## src/rtl/pwm8_pkg.sv

```systemverilog
// Package: shared helpers for the toggle-flop PWM generator.
// Assumes: nothing beyond elaboration-time integer arithmetic.
package pwm8_pkg;

    // Largest of four elaboration constants, used to size the prescaler.
    function automatic int max_of4(input int a, input int b, input int c, input int d);
        int m;
        m = a;
        if (b > m) m = b;
        if (c > m) m = c;
        if (d > m) m = d;
        return m;
    endfunction

endpackage

```

## src/rtl/pwm8_prescaler.sv

```systemverilog
// Module: pwm8_prescaler
// Makes a one-cycle tick every 2^e clocks while running. e comes from a
// four-entry exponent table indexed by clk_sel, plus one when div_dbl is set.
// Assumes: PRE_W is at least the largest exponent plus one. The counter is
// held at zero while stopped, so a start always begins a full tick interval.
module pwm8_prescaler #(
    parameter int SHIFT_0 = 11,
    parameter int SHIFT_1 = 7,
    parameter int SHIFT_2 = 5,
    parameter int SHIFT_3 = 3,
    parameter int PRE_W   = 12
) (
    input  logic       clk,
    input  logic       rst_n,
    input  logic       run,
    input  logic [1:0] clk_sel,
    input  logic       div_dbl,
    output logic       tick
);
    localparam int SH_W = $clog2(PRE_W + 1);
    localparam int SHIFT_TAB [4] = '{SHIFT_0, SHIFT_1, SHIFT_2, SHIFT_3};

    logic [PRE_W-1:0] pre_cnt;
    logic [SH_W-1:0]  shift_amt;
    logic [PRE_W:0]   span;
    logic [PRE_W-1:0] mask;

    // Prescale counter: free-runs while running, held cleared while stopped.
    always_ff @(posedge clk) begin
        if (!rst_n)      pre_cnt <= '0;
        else if (!run)   pre_cnt <= '0;
        else             pre_cnt <= pre_cnt + 1'b1;
    end

    // Exponent selection and low-bit mask of the chosen divisor.
    always_comb begin
        shift_amt = SH_W'(SHIFT_TAB[clk_sel]) + SH_W'(div_dbl);
        span      = ({{PRE_W{1'b0}}, 1'b1} << shift_amt) - {{PRE_W{1'b0}}, 1'b1};
        mask      = span[PRE_W-1:0];
    end

    // Tick when every masked low bit of the counter is set.
    assign tick = run && ((pre_cnt & mask) == mask);

    AST_PRE_CLEARED: assert property (@(posedge clk) disable iff (!rst_n)
        !run |=> (pre_cnt == '0)) else $error("prescaler not cleared");

endmodule

```

## src/rtl/pwm8_duty_buf.sv

```systemverilog
// Module: pwm8_duty_buf
// Double buffer for the duty value. A write while stopped goes straight to
// the active register. A write while running waits in the holding register,
// and the held value moves to the active register on each wrap event.
// Assumes: wrap_evt is asserted only while run is high.
module pwm8_duty_buf #(
    parameter int W = 8
) (
    input  logic         clk,
    input  logic         rst_n,
    input  logic         run,
    input  logic         wr_en,
    input  logic [W-1:0] wr_data,
    input  logic         wrap_evt,
    output logic [W-1:0] active
);
    logic [W-1:0] held;

    // Holding register: captures every write.
    always_ff @(posedge clk) begin
        if (!rst_n)     held <= '0;
        else if (wr_en) held <= wr_data;
    end

    // Active register: direct load while stopped, held value at each wrap.
    always_ff @(posedge clk) begin
        if (!rst_n)              active <= '0;
        else if (wr_en && !run)  active <= wr_data;
        else if (wrap_evt)       active <= held;
    end

    AST_STOPPED_WRITE: assert property (@(posedge clk) disable iff (!rst_n)
        (wr_en && !run) |=> (active == $past(wr_data))) else $error("direct load");
    AST_ACTIVE_STEADY: assert property (@(posedge clk) disable iff (!rst_n)
        (run && !wrap_evt) |=> $stable(active)) else $error("active moved");
    AST_WRAP_TAKES_OLD: assert property (@(posedge clk) disable iff (!rst_n)
        (wrap_evt && wr_en) |=> (active == $past(held))) else $error("collision");

endmodule

```

## src/rtl/pwm8_core.sv

```systemverilog
// Module: pwm8_core
// Up-counter plus toggle flop. On each tick the flop flips when the count
// equals the duty value, and again when the count wraps from all ones.
// Both flips on one tick cancel. Also produces the registered wrap pulse.
// Assumes: tick is only high while run is high. ff_preset is a level
// that may change at any time; it acts only while stopped or at start.
module pwm8_core #(
    parameter int W = 8
) (
    input  logic         clk,
    input  logic         rst_n,
    input  logic         run,
    input  logic         tick,
    input  logic [W-1:0] duty,
    input  logic         ff_preset,
    output logic         wrap_evt,
    output logic         flop,
    output logic         ovf_irq
);
    localparam logic [W-1:0] CNT_MAX = '1;

    logic [W-1:0] cnt;
    logic         run_q;
    logic         preset_q;
    logic         match;
    logic         start;
    logic         base;

    // Event decode for the current tick.
    always_comb begin
        wrap_evt = tick && (cnt == CNT_MAX);
        match    = tick && (cnt == duty);
        start    = run && !run_q;
        base     = start ? ff_preset : flop;
    end

    // Counter: cleared while stopped, advances and wraps on ticks.
    always_ff @(posedge clk) begin
        if (!rst_n)        cnt <= '0;
        else if (!run)     cnt <= '0;
        else if (wrap_evt) cnt <= '0;
        else if (tick)     cnt <= cnt + 1'b1;
    end

    // Edge history of run and of the preset level.
    always_ff @(posedge clk) begin
        if (!rst_n) begin
            run_q    <= 1'b0;
            preset_q <= 1'b0;
        end else begin
            run_q    <= run;
            preset_q <= ff_preset;
        end
    end

    // Toggle flop: preset while stopped on a change, toggles while running.
    always_ff @(posedge clk) begin
        if (!rst_n)                      flop <= 1'b0;
        else if (run)                    flop <= base ^ (match ^ wrap_evt);
        else if (ff_preset != preset_q)  flop <= ff_preset;
    end

    // Registered one-cycle wrap pulse.
    always_ff @(posedge clk) begin
        if (!rst_n) ovf_irq <= 1'b0;
        else        ovf_irq <= wrap_evt;
    end

    AST_IRQ_SINGLE: assert property (@(posedge clk) disable iff (!rst_n)
        ovf_irq |=> !ovf_irq) else $error("irq too long");
    AST_IRQ_AT_ZERO: assert property (@(posedge clk) disable iff (!rst_n)
        ovf_irq |-> (cnt == '0)) else $error("irq without wrap");
    AST_CNT_STOPPED: assert property (@(posedge clk) disable iff (!rst_n)
        !run |=> (cnt == '0)) else $error("count not cleared");
    AST_HOLD_STOPPED: assert property (@(posedge clk) disable iff (!rst_n)
        (!run && (ff_preset == preset_q)) |=> $stable(flop)) else $error("pin moved");
    AST_PRESET_FOLLOW: assert property (@(posedge clk) disable iff (!rst_n)
        (!run && (ff_preset != preset_q)) |=> (flop == $past(ff_preset))) else $error("preset");

endmodule

```

## src/rtl/pwm8_toggle.sv

```systemverilog
// Module: pwm8_toggle (top)
// Buffered toggle-flop PWM: prescaler, double-buffered duty register and
// counter/flop core. The pin drives the inverse of the flop.
// Assumes: CNT_W >= 1. Exponent parameters are non-negative.
module pwm8_toggle #(
    parameter int CNT_W   = 8,
    parameter int SHIFT_0 = 11,
    parameter int SHIFT_1 = 7,
    parameter int SHIFT_2 = 5,
    parameter int SHIFT_3 = 3
) (
    input  logic             clk,
    input  logic             rst_n,
    input  logic             run,
    input  logic [1:0]       clk_sel,
    input  logic             div_dbl,
    input  logic             ff_preset,
    input  logic             wr_en,
    input  logic [CNT_W-1:0] wr_data,
    output logic [CNT_W-1:0] rd_data,
    output logic             pwm_out,
    output logic             ovf_irq
);
    import pwm8_pkg::*;

    localparam int PRE_W = max_of4(SHIFT_0, SHIFT_1, SHIFT_2, SHIFT_3) + 1;

    logic             tick;
    logic             wrap_evt;
    logic             flop;
    logic [CNT_W-1:0] active;

    pwm8_prescaler #(
        .SHIFT_0 (SHIFT_0), .SHIFT_1 (SHIFT_1),
        .SHIFT_2 (SHIFT_2), .SHIFT_3 (SHIFT_3),
        .PRE_W   (PRE_W)
    ) u_pre (
        .clk (clk), .rst_n (rst_n), .run (run),
        .clk_sel (clk_sel), .div_dbl (div_dbl), .tick (tick)
    );

    pwm8_duty_buf #(.W (CNT_W)) u_buf (
        .clk (clk), .rst_n (rst_n), .run (run), .wr_en (wr_en),
        .wr_data (wr_data), .wrap_evt (wrap_evt), .active (active)
    );

    pwm8_core #(.W (CNT_W)) u_core (
        .clk (clk), .rst_n (rst_n), .run (run), .tick (tick),
        .duty (active), .ff_preset (ff_preset), .wrap_evt (wrap_evt),
        .flop (flop), .ovf_irq (ovf_irq)
    );

    assign rd_data = active;
    assign pwm_out = ~flop;

    AST_PIN_INVERSE: assert property (@(posedge clk) disable iff (!rst_n)
        pwm_out != flop) else $error("pin not inverse");

endmodule

```

## config.mk

```make
export PLATFORM = sky130hd
export DESIGN_NAME = pwm8_toggle
export DESIGN_NICKNAME = d
export VERILOG_FILES = /design/src/rtl/pwm8_pkg.sv /design/src/rtl/pwm8_prescaler.sv /design/src/rtl/pwm8_duty_buf.sv /design/src/rtl/pwm8_core.sv /design/src/rtl/pwm8_toggle.sv
export SDC_FILE = /design/constraint.sdc
export NUM_CORES = 1
export LEC_CHECK = 0
export ABC_CLOCK_PERIOD_IN_PS = 3850
export BUFFER_PORTS_ARGS = -buffer_cell sky130_fd_sc_hd__buf_2
export CAP_MARGIN = 5
export CORE_MARGIN = 3
export CORE_UTILIZATION = 60
export DETAILED_ROUTE_END_ITERATION = 16
export PLACE_DENSITY = 0.88
export SLEW_MARGIN = 40
export SYNTH_ARGS = -nofsm -noshare
export SYNTH_HDL_FRONTEND = slang
export SYNTH_SLANG_ARGS = --single-unit
```

## constraint.sdc

```tcl
create_clock -name clk -period 3.85 [get_ports clk]
set_input_delay 0.1925 -clock clk [delete_from_list [all_inputs] [get_ports clk]]
set_output_delay 0.1925 -clock clk [all_outputs]
set_load 0.005 [all_outputs]
```

# == Yosys cells after proc, flatten, opt, wreduce, memory -nomap -nowiden ==
# Cells that the tools add are included.
# totals
reg_bits,40
# op_classes
n_addsub,4
n_lt_le_gt_ge,1
eq_ne,4
n_shift,1
muxes,8
bitwise,7
reduce_logical,11
# op_table
op,n
$bmux W32 S2,1
$mux W8,2
$add A12 B1 Y12 const B,1
$and A12 B12 Y12,1
$eq A12 B12 Y1,1
$shl A1 B4 Y12 const A,1
$sub A12 B1 Y12 const B,1
$add A8 B1 Y8 const B,1
$eq A8 B8 Y1,1
$eq A8 B8 Y1 const B,1
$mux W4,2
$logic_and A1 B1 Y1,5
$add A4 B1 Y4,1
$reduce_bool A2 Y1,2
$ge A3 B3 Y1 const B,1
$mux W1,3
$not A1 Y1,3
$not A2 Y3,1
$reduce_or A3 Y1,1
$logic_not A1 Y1,2
$reduce_and A2 Y1,1
$xor A1 B1 Y1,2
$ne A1 B1 Y1,1

# == Logic depth before layout (Yosys ltp) ==
# logic_depth
word_depth,14
mapped_depth,11

# == Modules after synthesis ==
# A second synthesis with hierarchy kept.
# unflattened
cells_unflattened,289
hier_area_um2,2596.2
# by_module_without_submodules
mod,instances,cells_per_inst,area_per_inst_um2,seq_area_each_um2
pwm8_prescaler,1,160,1239.9,240.2
pwm8_duty_buf,1,63,713.2,320.3
pwm8_core,1,65,639.4,240.2
pwm8_toggle,1,1,3.8,0.0

# == Worst setup path before layout ==
# No wires, ideal clock.
# synth_timing
path_kind,in2reg
start,input port clk_sel[0]
end,register u_core.cnt[7]
setup_time_ns,0.070
t_arrival_ns,2.181
path_slack_ns,1.598
cell_stages,10
path_buffers,1
cell_sequence,inv_1 -> ha_1 -> buf_2 -> nand2b_1 -> o22a_1 -> o32ai_1 -> nor4_4 -> nand4_4 -> or4_1 -> a21oi_1
# synth_via
elab_chain_cells,12
# synth_rtl
element,line,rtl
start: declaration,pwm8_toggle.sv:15,"input logic [1:0] clk_sel,"
$not A2 Y3 (not written as such) (*),pwm8_prescaler.sv:37,shift_amt = SH_W'(SHIFT_TAB[clk_sel]) + SH_W'(div_dbl);
$bmux W32 S2 (*),pwm8_prescaler.sv:37,
$mux W4 (not written as such) (*) (2 in a row),pwm8_prescaler.sv:37,
$add A4 B1 Y4 (*),pwm8_prescaler.sv:37,
$shl A1 B4 Y12 (*),pwm8_prescaler.sv:38,"span = ({{PRE_W{1'b0}}, 1'b1} << shift_amt) - {{PRE_W{1'b0}}, 1'b1};"
$sub A12 B1 Y12 (*),pwm8_prescaler.sv:38,
$and A12 B12 Y12,pwm8_prescaler.sv:43,assign tick = run && ((pre_cnt & mask) == mask);
$eq A12 B12 Y1 (*),pwm8_prescaler.sv:43,
$logic_and A1 B1 Y1 (*),pwm8_prescaler.sv:43,
$logic_and A1 B1 Y1,pwm8_core.sv:31,wrap_evt = tick && (cnt == CNT_MAX);
$reduce_or A3 Y1 (no source line),n/a,
end signal: assignment,pwm8_core.sv:42,else if (tick) cnt <= cnt + 1'b1;
end: declaration,pwm8_core.sv:22,logic [W-1:0] cnt;
# Every way passes the cells marked *; elsewhere a longest branch is shown, timed or not. The select of a mux whose other input is x is not followed.
# A chain may end at the register's enable or synchronous reset.

# == Final worst setup path ==
# Ends and elaborated chain as after synthesis.

==> reports/results.txt <==
Post-Route Skew = 9.88 ps
async set-reset flop share out of synthesis = 0%
setup TNS = 0 ps
FF-to-FF Start = u_pre.pre_cnt[8]$_SDFF_PN0_
final WL = 4.72 mm
die height = 68.9 um
Hold WS = 149 ps
relative slew slack = 51.6%
Ys Warns = 0
Tightest Pin Transition = 725 ps
area of the multi-input gates = 1450 um^2
R2R setup slack = 1870 ps
worst r2r path cells = 6
fin crit period = 2510 ps
PortBufs = 25
largest net degree at the start of global routing = 30
final hold vios = 0
first-pass iteration count of the detailed router = 5
max_cap viols = 0
I/O Pins = 26
Via density = 5.60
clk root buf = clkbuf_8
R2R Path End = u_core.cnt[7]$_SDFFE_PP0P_
Final Slew Violations = 0
Area Growth Syn to Fin = 9.74%
CP cell instances = buf_2 -> inv_1 -> ha_1 -> and3b_4 -> nor3_4 -> a21oi_2 -> nor4_4 -> nand4_4 -> or4_1 -> a21oi_1
num rows = 22
worst min path class = in -> reg
CTS sink cnt = 40
number of flops mapped to enable cells by yosys = 0
Critical path buffers and inverters = 2
delay-heaviest family, CP = simple AND/OR/NAND/NOR gates
antenna cells = 0
Cells after Synth = 280
Worst Path Required = 4070 ps
Leak = 1.02 nW
total power = 918 uW
most frequent cells in the layout = 40 x dfxtp_1, 28 x nand2_1, 25 x buf_2, 18 x nor2_1, 18 x mux2i_1
fmax = 399 MHz
hold depth = 2
Hold Path End = u_core.preset_q$_SDFF_PN0_
Post-Synth XOR/XNOR Area = 6.63%
RSZ-0062 raised after global routing = false
initial detailed-routing violation count = 169
Setup crit end kind = flop
Clock transition at path regs = 80 ps
syn nets = 303
Synth Area in Compound Gates = 12.5%
Max VDD drop = 0.259 mV
adder-cell area share of the yosys netlist = 4.11%
crit path DAT = 2730 ps
#FFs+latches synth = 40
Final GP Congestion = 0.897
Die ar. = 4750 um^2
Inserted Clock Buffers = 5
power per cell area = 352 nW/um^2
Seq/Total Area, Yosys = 33.7%
Core Util, Final = 69.7%
final instance area = 2610 um^2
DRC viols = 0
post-synthesis mux area share = 11.4%
crit-path max FO = 19
worst skew pair latency = 290 ps
main combinational cell family by area after synthesis = simple AND/OR/NAND/NOR gates
main flop type after synthesis = dfxtp_1
hold wc startpoint = ff_preset
global-route wire length before repair = 7.73 mm
final antenna-violating net count = 0
CTS Hold Buffers Added = 0
Fillers = 323
Layout Nets = 319
Synth Cell Area = 2380 um^2
H-tree Lvls = 2
CP peak stage delay = 560 ps
Longest Clk Path Bufs = 2
Die X-Extent = 68.9 um
Reg area = 801 um^2
most common cell after layout, fill and taps aside = dfxtp_1
Critical Path Start Type = input port
# setup viols final = 0
core area = 3740 um^2
HPWL Detailed = 3.41 mm
gr usage total = 21.5%
Post-CTS Setup Inserts = 0
post-CTS sizing = 0
CP max stage cell = or4_1
GR Overflow Total = 0
vias in the first global route = 1,708
CTS tree = yes
Avg Cell Area, Syn = 8.49 um^2
share of layout cells above drive strength 1 = 17.2%
Synth Area in Simple Gates = 26.4%
fin crit share = 65.1%
initial antenna violation count = 0
Avg WL per Cell = 13.7 um
routed via count = 1,932
Synth cell types = 53
DP Area = 2490 um^2
initial core utilization = 63.5%
status = completed
CP Class = in -> reg
[kinds of logic (layout without fill, tap and decap cells)]
group / after synthesis / in the layout
simple gates: 110 / 110
compound gates: 49 / 49
flops: 40 / 40
buf+inv: 29 / 46
mux: 26 / 26
xor+xnor: 18 / 18
fa+ha+maj: 8 / 8
[power by group]
group / total (mW) / internal (mW) / switching (mW)
logic: 0.127 / 0.0562 / 0.0707
registers: 0.432 / 0.425 / 0.00714
clock network: 0.360 / 0.212 / 0.148
total: 0.918 / 0.693 / 0.226
[per-layer routing]
metal	share of wire (%)	vias up	track usage [%]
met5	0	-	0
met3	3.6	4	5.19
met1	50	894	30.3
li1	-	1003	-
met4	0.64	0	5.35
met2	46	31	33.0
[worst register-to-register path, stage by stage (launching register included)]
cell	delay, ps
dfxtp_1	380
nand2b_1	120
o32ai_1	120
nor4_4	330
nand4_4	250
or4_1	560
a21oi_1	140
[Yosys cell counts (2+ instances only)]
cell type | count | share of area, %
o21ai_0 | 11 | 2.3
xor2_1 | 8 | 2.9
ha_1 | 7 | 3.7
buf_2 | 6 | 1.3
dfxtp_1 | 40 | 34
nor3_1 | 3 | 0.63
o22ai_1 | 2 | 0.53
nor4_1 | 3 | 0.79
nand2b_1 | 8 | 2.1
xnor2_1 | 10 | 3.7
nor2_1 | 18 | 2.8
and3_1 | 4 | 1.1
inv_1 | 11 | 1.7
and4_1 | 2 | 0.74
and2_1 | 4 | 1.1
o32ai_1 | 2 | 0.74
nand4_1 | 5 | 1.3
a31oi_1 | 3 | 0.79
nand2_1 | 28 | 4.4
mux2i_1 | 18 | 7.6
clkbuf_1 | 9 | 1.4
nand3b_1 | 2 | 0.63
nand3_1 | 6 | 1.3
mux2_2 | 8 | 3.8
nor2b_1 | 11 | 2.9
a21oi_2 | 2 | 0.74
o21bai_1 | 2 | 0.63
or3_1 | 6 | 1.6
a21oi_1 | 17 | 3.6
[registers in the layout, indices dropped and copies added, names as in the netlist]
register         flops
u_core.flop          1
u_core.cnt           8
u_buf.held           8
u_core.run_q         1
u_core.ovf_irq       1
u_buf.active         8
u_pre.pre_cnt       12
u_core.preset_q      1
[final cells by class]
type | count | area share, %
inverter | 12 | 1.73
timing repair buffer | 26 | 5.08
tap | 48 | 2.30
clock inverter | 2 | 1.49
sequential | 40 | 30.7
clock buffer | 6 | 3.17
multi-input combinational | 211 | 55.5
[worst max-delay path by stage]
stage	startpoint	endpoint	slack, ps	cells after the start
4_1_cts	clk_sel[0]	u_core.cnt[7]$_SDFFE_PP0P_	1370	10
3_3_place_gp	clk_sel[0]	u_core.cnt[7]$_SDFFE_PP0P_	1100	10
5_1_grt	clk_sel[0]	u_core.cnt[7]$_SDFFE_PP0P_	1160	10
3_5_place_dp	clk_sel[0]	u_core.cnt[7]$_SDFFE_PP0P_	1060	10
2_1_floorplan	clk_sel[0]	u_core.cnt[7]$_SDFFE_PP0P_	1600	10
6_report	clk_sel[0]	u_core.cnt[7]$_SDFFE_PP0P_	1340	10
[stage by stage]
| stage | worst slack (ps) | std cells |
|---|---|---|
| floorplan | 1600 | 280 |
| global placement | 1100 | 337 |
| detailed placement | 1060 | 337 |
| CTS | 1370 | 345 |
| global route | 1160 | 345 |
| finish | 1340 | 345 |
(Power assumes the default switching activity.)
